[src/rtl/nic_mode_regs.sv]
module nic_mode_regs #(
  parameter int AW          = 4,
  parameter int HW          = 16,
  parameter int A_MODE      = 0,
  parameter int A_IBA_LO    = 4,
  parameter int A_IBA_HI    = 5,
  parameter int A_IBA_LO_B  = 12,
  parameter int A_IBA_HI_B  = 13,
  parameter int A_RXB_LO    = 6,
  parameter int A_RXB_HI    = 7
) (
  input  logic            clk,
  input  logic            rst_n,
  input  logic            soft_rst,
  input  logic            start_req,
  input  logic            stop_req,
  input  logic            susp,
  input  logic            wr_en,
  input  logic [AW-1:0]   addr,
  input  logic [2*HW-1:0] wr_data,
  output logic [2*HW-1:0] rd_data,
  input  logic            cfg_fd,
  input  logic            txd_valid,
  input  logic            txd_sop,
  input  logic            txd_add_fcs,
  input  logic            rx_valid,
  output logic            tx_on,
  output logic            rx_on,
  output logic            fd_eff,
  output logic            frame_fcs,
  output logic            rx_keep
);
  localparam int BW = 2 * HW;

  logic          stopped;
  logic          lpbk, dis_tx, dis_rx, no_fcs;
  logic [HW-1:0] iba_lo, iba_hi, rxb_lo, rxb_hi;

  wire wr_ok   = wr_en & (stopped | susp);
  wire hit_md  = (addr == AW'(A_MODE));
  wire hit_ilo = (addr == AW'(A_IBA_LO)) | (addr == AW'(A_IBA_LO_B));
  wire hit_ihi = (addr == AW'(A_IBA_HI)) | (addr == AW'(A_IBA_HI_B));
  wire hit_rlo = (addr == AW'(A_RXB_LO));
  wire hit_rhi = (addr == AW'(A_RXB_HI));

  always_ff @(posedge clk or negedge rst_n) begin
    if (!rst_n) begin
      stopped <= 1'b1;
      tx_on   <= 1'b0;
      rx_on   <= 1'b0;
      lpbk    <= 1'b0;
      dis_tx  <= 1'b0;
      dis_rx  <= 1'b0;
      no_fcs  <= 1'b0;
      iba_lo  <= '0;
      iba_hi  <= '0;
    end else if (soft_rst) begin
      stopped <= 1'b1;
      tx_on   <= 1'b0;
      rx_on   <= 1'b0;
      lpbk    <= 1'b0;
    end else begin
      if (stop_req) begin
        stopped <= 1'b1;
        tx_on   <= 1'b0;
        rx_on   <= 1'b0;
      end else if (start_req) begin
        stopped <= 1'b0;
        tx_on   <= ~dis_tx;
        rx_on   <= ~dis_rx;
      end
      if (wr_ok && hit_md) begin
        lpbk   <= wr_data[0];
        dis_tx <= wr_data[1];
        dis_rx <= wr_data[2];
        no_fcs <= wr_data[3];
      end
      if (wr_ok && hit_ilo) iba_lo <= wr_data[HW-1:0];
      if (wr_ok && hit_ihi) iba_hi <= wr_data[HW-1:0];
    end
  end

  always_ff @(posedge clk) begin
    if (wr_ok && hit_rlo) rxb_lo <= wr_data[HW-1:0];
    if (wr_ok && hit_rhi) rxb_hi <= wr_data[HW-1:0];
  end

  always_ff @(posedge clk or negedge rst_n) begin
    if (!rst_n)                   frame_fcs <= 1'b0;
    else if (txd_valid && txd_sop) frame_fcs <= txd_add_fcs | ~no_fcs;
  end

  assign fd_eff  = lpbk | cfg_fd;
  assign rx_keep = rx_on & rx_valid;

  always_comb begin
    rd_data = '0;
    if (hit_md)       rd_data = BW'({no_fcs, dis_rx, dis_tx, lpbk});
    else if (hit_ilo) rd_data = BW'(iba_lo);
    else if (hit_ihi) rd_data = BW'(iba_hi);
    else if (hit_rlo) rd_data = BW'(rxb_lo);
    else if (hit_rhi) rd_data = BW'(rxb_hi);
  end

  a_r1_write_locked: assert property (@(posedge clk) disable iff (!rst_n)
    (wr_en && !stopped && !susp && !soft_rst) |=>
      $stable({lpbk, dis_tx, dis_rx, no_fcs}) && $stable(iba_lo) && $stable(iba_hi)
      && $stable(rxb_lo) && $stable(rxb_hi));

  a_r3_fcs_forced: assert property (@(posedge clk) disable iff (!rst_n)
    (txd_valid && txd_sop && txd_add_fcs) |=> frame_fcs);

  a_r4_tx_rise: assert property (@(posedge clk) disable iff (!rst_n)
    $rose(tx_on) |-> ($past(start_req) && !$past(dis_tx)));

  a_r5_rx_rise: assert property (@(posedge clk) disable iff (!rst_n)
    $rose(rx_on) |-> ($past(start_req) && !$past(dis_rx)));

  a_r6_stop_clears: assert property (@(posedge clk) disable iff (!rst_n)
    stop_req |=> (!tx_on && !rx_on && stopped));

  a_r7_soft_lpbk: assert property (@(posedge clk) disable iff (!rst_n)
    soft_rst |=> (!lpbk && stopped && !tx_on && !rx_on));

  a_r11_rxb_kept: assert property (@(posedge clk) disable iff (!rst_n)
    (soft_rst && !wr_en) |=> ($stable(rxb_lo) && $stable(rxb_hi)));
endmodule

[config.mk]
export PLATFORM = sky130hd
export DESIGN_NAME = nic_mode_regs
export DESIGN_NICKNAME = d
export VERILOG_FILES = /design/src/rtl/nic_mode_regs.sv
export SDC_FILE = /design/constraint.sdc
export NUM_CORES = 1
export LEC_CHECK = 0
export ABC_AREA = 1
export CORE_ASPECT_RATIO = 0.8
export CORE_MARGIN = 1
export CORE_UTILIZATION = 49
export DETAILED_ROUTE_END_ITERATION = 8
export PLACE_DENSITY = 0.8
export SYNTH_ARGS = -nofsm -noshare
export SYNTH_HDL_FRONTEND = slang
export SYNTH_SLANG_ARGS = --single-unit
[constraint.sdc]
create_clock -name clk -period 3.3 [get_ports clk]
set_input_delay 0.33 -clock clk [delete_from_list [all_inputs] [get_ports clk]]
set_output_delay 0.33 -clock clk [all_outputs]
set_load 0.05 [all_outputs]
==> impl_metrics.tcl, run 1 <==
set metrics [dict create \
    outcome "finished clean" \
    vias 2544 \
    start_kind "primary input" \
    p_per_area_mw_per_mm2 523.8 \
    post_drt_wl_per_cell_um 13.75 \
    fin_cells 502 \
    synth_area_leader_cell "dfrtp_1" \
    ys_ff_latch 72 \
    internal_power_mw 1.539 \
    gp_congestion 0.7784 \
    grt_pass1_wl_um 11250 \
    port_buffers 52 \
    rsz0062_at_grt "false" \
    die_w_um 93.22 \
    viasPerCell 5.068 \
    fin_hold_ws_ns 0.09722 \
    synth_top_area_share_pct 29.92 \
    endpoint_kind "primary output" \
    fin_skew_ns 0.007170 \
    cap_violations 0 \
    drive_gt1_share_pct 11.48 \
    hold_violations 0 \
    hpwlAfterDp_um 4579 \
    worstPathArrival_ns 2.43 \
    row_count 26 \
    dieArea_mm2 0.006989 \
    grt_pass1_vias 2377 \
    die_h_um 74.98 \
    worst_pin_slew_ns 0.8806 \
    critPathMaxFanout 14 \
    sw_frac_of_total_pct 28.84 \
    post_synth.cell_area_avg_um2 9.086 \
    synthCells 359 \
    ys_top_cells_by_area "dfrtp_1 (30%), edfxtp_1 (29%), nand2_1 (12%)" \
    ctsResizeCount 0 \
    finalSetupViolCount 0 \
    synth_edf_count 32 \
    diodes 0 \
    post-cts-setup-buffers 0 \
    max_freq_ghz 0.3623 \
    drt-initial-drc-count 184 \
    setup_tns_ns 0 \
    crit_type "in2out" \
    grtUsageTotal_pct 21.93 \
    combPwrFrac_pct 19.2 \
    pwr-share-clk_pct 30.5 \
    clock_latency_ns 0.35 \
    nets 461 \
    slew_violations 0 \
    io-pin-count 85 \
    dp_cells 486 \
    syn_to_final_growth_pct 26.58 \
    max-slew-margin-rel_pct 41.29 \
    synthMuxAreaShare_pct 0 \
    grt_antenna_before_repair 0 \
    core_mm2 0.006409 \
    overflow 0 \
    dr.pass1.iters 5 \
    hold_class "in2async" \
    drcViolationCount 0 \
    grt_start_max_net_pins 41 \
    cts_root_buf "clkbuf_8" \
    routed_wirelength_um 6903 \
    yosys.area_share.simple_pct 23.13 \
    clock-sinks 72 \
    synth_fa_ha_area_share_pct 0 \
    start_util_pct 50.90 \
    synth-seq-area-share_pct 60.18 \
    cts_buffers 9 \
    synth-compound-area-share_pct 6.713 \
    synth_top_family_by_area "simple AND/OR/NAND/NOR gates" \
    netlist_area_mm2 0.003262 \
    critPathRequiredTime_ns 2.97 \
    synth-main-ff-cell "dfrtp_1" \
    min_period_ns 2.760 \
    p_leak_nw 1.937 \
    fin_crit_sh_pct 83.64 \
    ys_types 25 \
    ir_drop_v 0.0003162 \
    clk_pin_slew_worst_paths_ns 0.07 \
    cts.htree.levels 3 \
    async_reset_ff_share_pct 55.56 \
    ant_nets 0 \
    pwr-share-seq_pct 50.3 \
    ctsHoldBuffers 0 \
    final_util_pct 64.43 \
    cts_tree "built" \
    synth_xor_area_share_pct 0 \
    netSwitchingPower_uw 623.7 \
    ctsLongestPathBuffers 2 \
    yosys_warnings 0 \
]
[power groups by stage]
stage / clock, mW / sequential [mW] / combinational (mW)
floorplan: 0 / 1.10 / 0.256
global placement: 0 / 1.10 / 0.403
detailed placement: 0 / 1.10 / 0.415
CTS: 0.673 / 1.09 / 0.418
global route: 0.700 / 1.10 / 0.455
finish: 0.660 / 1.09 / 0.416
[cell usage after synthesis (all sizes together), types with 2 or more instances]
cell type and number:
dfrtp 39, nand4 2, a21oi 2, inv 31, edfxtp 32, nor2 48, o21ai 38, buf 29
nand3 26, nand2 105
[placed cells by master, fill, tap and decap left out, types with 2 or more instances in the layout]
cell type,count
edfxtp_1,32
nor2_1,45
dfrtp_1,39
inv_1,29
o21ai_1,33
nand3_1,25
nand4_1,2
nor2_2,2
clkbuf_8,9
conb_1,16
clkinv_2,4
o21ai_0,5
a21oi_1,2
clkdlybuf4s50_1,35
inv_2,2
buf_12,16
nand2_1,104
buf_4,5
[worst paths after layout]
| path | slack [ns] | endpoint | cells past startpoint | startpoint |
|---|---|---|---|---|
| max reg2reg | 1.43 | iba_hi[1] | 6 | stopped |
| max | 0.54 | rd_data[12] | 9 | addr[2] |
| min in group clk | 0.48 | stopped | 2 | stopped |
| max in group asynchronous | 2.65 | iba_hi[2] | 1 | rst_n |
| min reg2reg | 0.48 | stopped | 2 | stopped |
| min | 0.1 | iba_lo[0] | 1 | rst_n |
[logic make-up after synthesis]
family,count (synthesis)
AOI/OAI and AO/OA,42
buffers and inverters,60
DFF,72
other,1
and+or+nand+nor,184
[per-layer routing]
layer  up-vias  share of wire [%]  wire (um)  GRT usage (%)
met5         -                  0          0              0
met3        13                7.4        513          5.758
li1       1230                  -          -              -
met1      1184                 44       3039          28.99
met2       117                 47       3235          35.29
met4         0                1.7        114          8.718
[stage by stage]
step	power [mW]	setup slack [ns]	cell area, um2
after detailed placement	1.518	0.5707	3943
after floorplan	1.357	0.6882	3318
after CTS	2.177	0.5676	4129
final	2.163	0.5400	4129
after global routing	2.253	0.3815	4129
after global placement	1.500	0.6244	3943
[flip-flops by register name, summed over array words and instances, names as in the netlist, 16 cells and up]
| signal | flops |
|---|---|
| rxb_hi | 16 |
| rxb_lo | 16 |
| iba_hi | 16 |
| iba_lo | 16 |
[critical path, cell delays in order]
cell and delay (ns):
clkdlybuf4s50_1 0.60, inv_1 0.07, nor2_1 0.43, buf_4 0.31
nand3_1 0.10, nand2_1 0.12, nor2_1 0.05, nor2_1 0.24
buf_12 0.18
[layout make-up]
class	instances	area, um2
clock inverters	7	62.56
well taps	84	105.1
flip-flops and latches	72	1963
clock buffers	9	123.9
fillers	510	2280
inverters	31	116.4
multi-input cells	242	1045
repair buffers	57	713.2
No activity file was read; power rests on OpenSTA's default activity.
==> inputs of run 2 (changes only) <==
==> constraint.sdc (replaced) <==
create_clock -name clk -period 2.6 [get_ports clk]
set_input_delay 0.26 -clock clk [delete_from_list [all_inputs] [get_ports clk]]
set_output_delay 0.26 -clock clk [all_outputs]
set_load 0.05 [all_outputs]
==> run 2 against run 1 <==
  * First-iteration DRC count grew 7.1%
  * Sequential power rose by 27%
  * Critical path depth decreased by 1
  * Clock skew increased by 0.00092 ns
  * Non-clock buffer count is 3 higher
  * Cell count is 0.60% higher
  * Largest cell class unchanged
  * Largest power group unchanged
  * Highest routed layer unchanged
==> impl_metrics.tcl, run 2 (synthesis results as in run 1) <==
set metrics [dict create \
    outcome "finished clean" \
    max_freq_ghz 0.4515 \
    mostFrequentLayoutCells "nand2_1 (104), nor2_1 (45), dfrtp_1 (39)" \
    ctsHoldBuffers 0 \
    start_kind "primary input" \
    grt_pass1_vias 2401 \
    crit_chain "clkdlybuf4s50_1 -> nand3_2 -> inv_2 -> nand2_1 -> nand2_1 -> nor2_1 -> nor2_1 -> buf_12" \
    fin_crit_sh_pct 85.18 \
    grt_pass1_wl_um 10980 \
    worstPathArrival_ns 1.95 \
    row_count 26 \
    diodes 0 \
    die_w_um 93.22 \
    post-cts-setup-buffers 0 \
    slew_violations 0 \
    slowest_delay_ns 0.62 \
    cts_root_buf "clkbuf_8" \
    dr.pass1.iters 7 \
    vias 2555 \
    setup_tns_ns 0 \
    critPathRequiredTime_ns 2.34 \
    nFillCells 484 \
    dp_cells 489 \
    start_util_pct 50.90 \
    viasPerCell 5.059 \
    cap_violations 0 \
    ant_nets 0 \
    crit_type "in2out" \
    drcViolationCount 0 \
    min_period_ns 2.215 \
    gp_congestion 0.7942 \
    worst_pin_slew_ns 0.9093 \
    die_h_um 74.98 \
    critPathMaxFanout 13 \
    clock-sinks 72 \
    io-pin-count 85 \
    post_drt_wl_per_cell_um 13.73 \
    r2r_slack_ns 0.78 \
    drive_gt1_share_pct 11.40 \
    endpoint_kind "primary output" \
    clock_latency_ns 0.33 \
    clk_pin_slew_worst_paths_ns 0.07 \
    drt-initial-drc-count 197 \
    hold_class "in2async" \
    core_mm2 0.006409 \
    reg2reg_depth 6 \
    overflow 0 \
    p_per_area_mw_per_mm2 654.8 \
    port_buffers 52 \
    finalSetupViolCount 0 \
    cts_tree "built" \
    reg2reg_to "iba_hi[8]" \
    p_leak_nw 1.952 \
    grtUsageTotal_pct 21.15 \
    ctsLongestPathBuffers 2 \
    r2r-start "stopped" \
    cts.htree.levels 3 \
    rsz0062_at_grt "false" \
    final_util_pct 64.99 \
    crit_slowest_cell "clkdlybuf4s50_1" \
    hpwlAfterDp_um 4552 \
    grt_antenna_before_repair 0 \
    max-slew-margin-rel_pct 39.38 \
    final_common_cell "nand2_1" \
    dieArea_mm2 0.006989 \
    ir_drop_v 0.0004016 \
    fin_skew_ns 0.008094 \
    nets 464 \
    routed_wirelength_um 6933 \
    hold_violations 0 \
    fin_cells 505 \
    grt_start_max_net_pins 41 \
    syn_to_final_growth_pct 27.69 \
    ctsResizeCount 0 \
    cts_buffers 9 \
]
## run 2: worst max-delay path: cells and delay by family
| kind | cells | cell delay [ns] |
|---|---|---|
| buffers and inverters | 3 | 1.05 |
| AND/OR/NAND/NOR | 5 | 0.64 |
## run 2: metrics by stage
step / setup slack, ns / hold WS [ns] / power [mW] / cell area [um2]
6_report: 0.3852 / 0.05745 / 2.727 / 4165
2_1_floorplan: 0.4326 / -0.03559 / 1.723 / 3324
3_5_place_dp: 0.4014 / 0.4328 / 1.931 / 3986
3_3_place_gp: 0.4239 / 0.4264 / 1.910 / 3986
5_1_grt: 0.2594 / 0.1174 / 2.846 / 4165
4_1_cts: 0.3792 / 0.07424 / 2.736 / 4165
## run 2: how the worst max path moves through the flow
stage               cells past startpoint     endpoint     from  slack, ns
finish                                  8  rd_data[13]  addr[0]       0.39
detailed placement                      8  rd_data[13]  addr[0]       0.40
floorplan                               2    rxb_hi[0]  stopped       0.43
global placement                        9  rd_data[12]  addr[0]       0.42
CTS                                     8  rd_data[13]  addr[0]       0.38
global route                            8  rd_data[13]  addr[0]       0.26
## run 2: where the power goes
part	switching [mW]	internal [mW]
registers	0.0691	1.31
clock network	0.380	0.434
logic	0.321	0.209
total	0.770	1.96
## run 2: area by class of cell
type | count | area (um2) | area share, %
Sequential cell | 72 | 1963 | 47.13
Clock inverter | 5 | 47.55 | 1.141
Inverter | 31 | 116.4 | 2.794
Tap cell | 84 | 105.1 | 2.523
Clock buffer | 11 | 131.4 | 3.154
Multi-Input combinational cell | 242 | 1054 | 25.29
Timing Repair Buffer | 60 | 748.2 | 17.96
## run 2: per-layer routing
| layer | up-vias | GRT usage [%] | part of all wire [%] | routed length (um) |
|---|---|---|---|---|
| li1 | 1238 | - | - | - |
| met1 | 1210 | 26.54 | 43 | 2975 |
| met2 | 99 | 36.19 | 49 | 3378 |
| met3 | 8 | 4.444 | 7.3 | 509 |
| met4 | 0 | 9.402 | 1.0 | 69 |
| met5 | - | 0 | 0 | 0 |
==> inputs of run 3 (changes only) <==
--- a/config.mk
+++ b/config.mk
@@ -8,9 +8,10 @@
 export ABC_AREA = 1
 export CORE_ASPECT_RATIO = 0.8
 export CORE_MARGIN = 1
-export CORE_UTILIZATION = 49
+export CORE_UTILIZATION = 58
 export DETAILED_ROUTE_END_ITERATION = 8
-export PLACE_DENSITY = 0.8
+export DONT_BUFFER_PORTS = 1
+export PLACE_DENSITY = 0.74
 export SYNTH_ARGS = -nofsm -noshare
 export SYNTH_HDL_FRONTEND = slang
 export SYNTH_SLANG_ARGS = --single-unit
==> run 3 against run 2 <==
  * Flip-flop and latch count did not move
  * Cell area down 9.9%
  * Combinational power decreased by 23%
  * Total power is 7.3% lower
  * Global-route usage rose by 3.3 points
  * Clock power down 10%
  * Fmax up 19%
==> impl_metrics.tcl, run 3 (synthesis results as in run 1) <==
set metrics [dict create \
    outcome "finished clean" \
    fin_skew_ns 0.004344 \
    crit_chain "o21ai_1 -> nor2_1 -> nand2_2 -> nand2_1 -> o21ai_1" \
    pwr-share-seq_pct 55.0 \
    core_mm2 0.005435 \
    grt_use_met2_pct 37.24 \
    slew_violations 0 \
    worst_pin_slew_ns 0.6379 \
    post_drt_wl_per_cell_um 13.51 \
    nFillCells 422 \
    max-slew-margin-rel_pct 57.32 \
    clock_latency_ns 0.34 \
    multi_input_area_mm2 0.001054 \
    ctsHoldBuffers 13 \
    rsz0062_at_grt "false" \
    setup_tns_ns 0 \
    combPwrFrac_pct 16.1 \
    hold_class "in2reg" \
    pwr-share-clk_pct 28.8 \
    die_w_um 85.85 \
    routed_wirelength_um 6446 \
    crit_type "reg2reg" \
    worstPathArrival_ns 2.07 \
    grt_util_met1_pct 33.58 \
    nets 442 \
    p_leak_nw 1.807 \
    clk_pin_slew_worst_paths_ns 0.07 \
    grt_pass1_wl_um 10870 \
    viasPerCell 5.029 \
    final_area_mm2 0.003751 \
    r2r_slack_ns 0.73 \
    io-pin-count 85 \
    dp_cells 441 \
    reg2reg_to "iba_lo[5]" \
    die_h_um 69.08 \
    min_period_ns 1.868 \
    row_count 24 \
    seq_area_mm2 0.001963 \
    busiest_layer "met2" \
    vias 2399 \
    p_per_area_mw_per_mm2 674.3 \
    clock-sinks 72 \
    critPathRequiredTime_ns 2.80 \
    dpl_cell_area_mm2 0.003378 \
    crit_buf_inv 0 \
    start_util_pct 60.01 \
    fin_hold_ws_ns 0.05576 \
    internal_power_mw 1.796 \
    netSwitchingPower_uw 733.8 \
    fin_cells 477 \
    diodes 0 \
    hpwlAfterDp_um 4112 \
    post-cts-setup-buffers 0 \
    max_freq_ghz 0.5353 \
    fin_crit_sh_pct 71.86 \
    cts_buffers 9 \
    post-place-ws_ns 0.7418 \
    finalSetupViolCount 0 \
    critPathTopFamily "simple AND/OR/NAND/NOR gates" \
    sw_frac_of_total_pct 29.01 \
    cts.htree.levels 3 \
    critPathMaxFanout 32 \
    gp_congestion 0.7507 \
    ctsResizeCount 0 \
    cp-startpoint "stopped" \
    layout_setup_ws_ns 0.7318 \
    grt_pass1_vias 2275 \
    endpoint_kind "register" \
    crit_slowest_cell "dfstp_2" \
    dieArea_mm2 0.005930 \
    final_util_pct 69.01 \
    slowest_delay_ns 0.53 \
    start_kind "register" \
    r2r-start "stopped" \
    grtUsageTotal_pct 24.50 \
    grt_start_max_net_pins 41 \
    syn_to_final_growth_pct 15.00 \
    worstSetupEndpoint "iba_lo[5]" \
    reg2reg_depth 5 \
    final_common_cell "nand2_1" \
    ant_nets 0 \
    cap_violations 0 \
    port_buffers 0 \
    ctsLongestPathBuffers 2 \
    dr.pass1.iters 4 \
    cpMostUsedCell "o21ai_1" \
    cts_root_buf "clkbuf_8" \
    cp_num_cells 5 \
    ir_drop_v 0.0004748 \
    mostFrequentLayoutCells "nand2_1 (104), nor2_1 (45), dfrtp_1 (39)" \
    drt-initial-drc-count 137 \
    drive_gt1_share_pct 10.53 \
    drcViolationCount 0 \
    hold_violations 0 \
    grt_antenna_before_repair 0 \
    p_total_mw 2.529 \
    cts_tree "built" \
    grt_use_met3_pct 9.222 \
    overflow 0 \
]
==> run 3: cell count changes in the layout (fill, tap and decap cells not counted), sizes merged <==
cell,change
bufinv,-1
clkinv,+2
clkdlybuf4s50,-35
dlygate4sd3,+19
clkbuf,-1
buf,-6
==> run 3: routing by layer <==
metal  part of all wire (%)  wire length, um  vias to the layer above
li1                       -                -                     1198
met1                     47             3007                     1115
met2                     46             2940                       82
met3                    7.2              461                        4
met4                   0.57               37                        0
met5                      0                0                        -
==> run 3: how the worst min path moves through the flow <==
stage           startpoint          to  slack [ns]  cells past startpoint
2_1_floorplan        rst_n      dis_rx       -0.04                      0
6_report           txd_sop   frame_fcs        0.06                      1
5_1_grt            txd_sop   frame_fcs        0.04                      1
4_1_cts        wr_data[12]  rxb_hi[12]     0.00006                      0
3_5_place_dp         rst_n   iba_lo[8]       -0.04                      0
3_3_place_gp         rst_n   iba_lo[8]       -0.03                      0
==> run 3: layout make-up <==
| class | count | share of cell area (%) |
|---|---|---|
| multi-input combinational | 242 | 28.09 |
| tap | 78 | 2.602 |
| clock inverter | 6 | 0.6671 |
| sequential | 72 | 52.33 |
| timing repair buffer | 38 | 9.540 |
| inverter | 31 | 3.102 |
| clock buffer | 10 | 3.669 |
==> run 3: power by group through the flow <==
stage	sequential [mW]	combinational [mW]	clock, mW
floorplan	1.40	0.325	0
global placement	1.41	0.357	0
detailed placement	1.41	0.366	0
CTS	1.39	0.401	0.752
global route	1.41	0.453	0.803
finish	1.39	0.408	0.729
==> run 3: worst reg2reg max path: cells and delay by family (launching register included) <==
family | cells | cell delay (ns)
and+or+nand+nor | 3 | 0.98
AOI/OAI and AO/OA | 2 | 0.24
DFF | 1 | 0.53
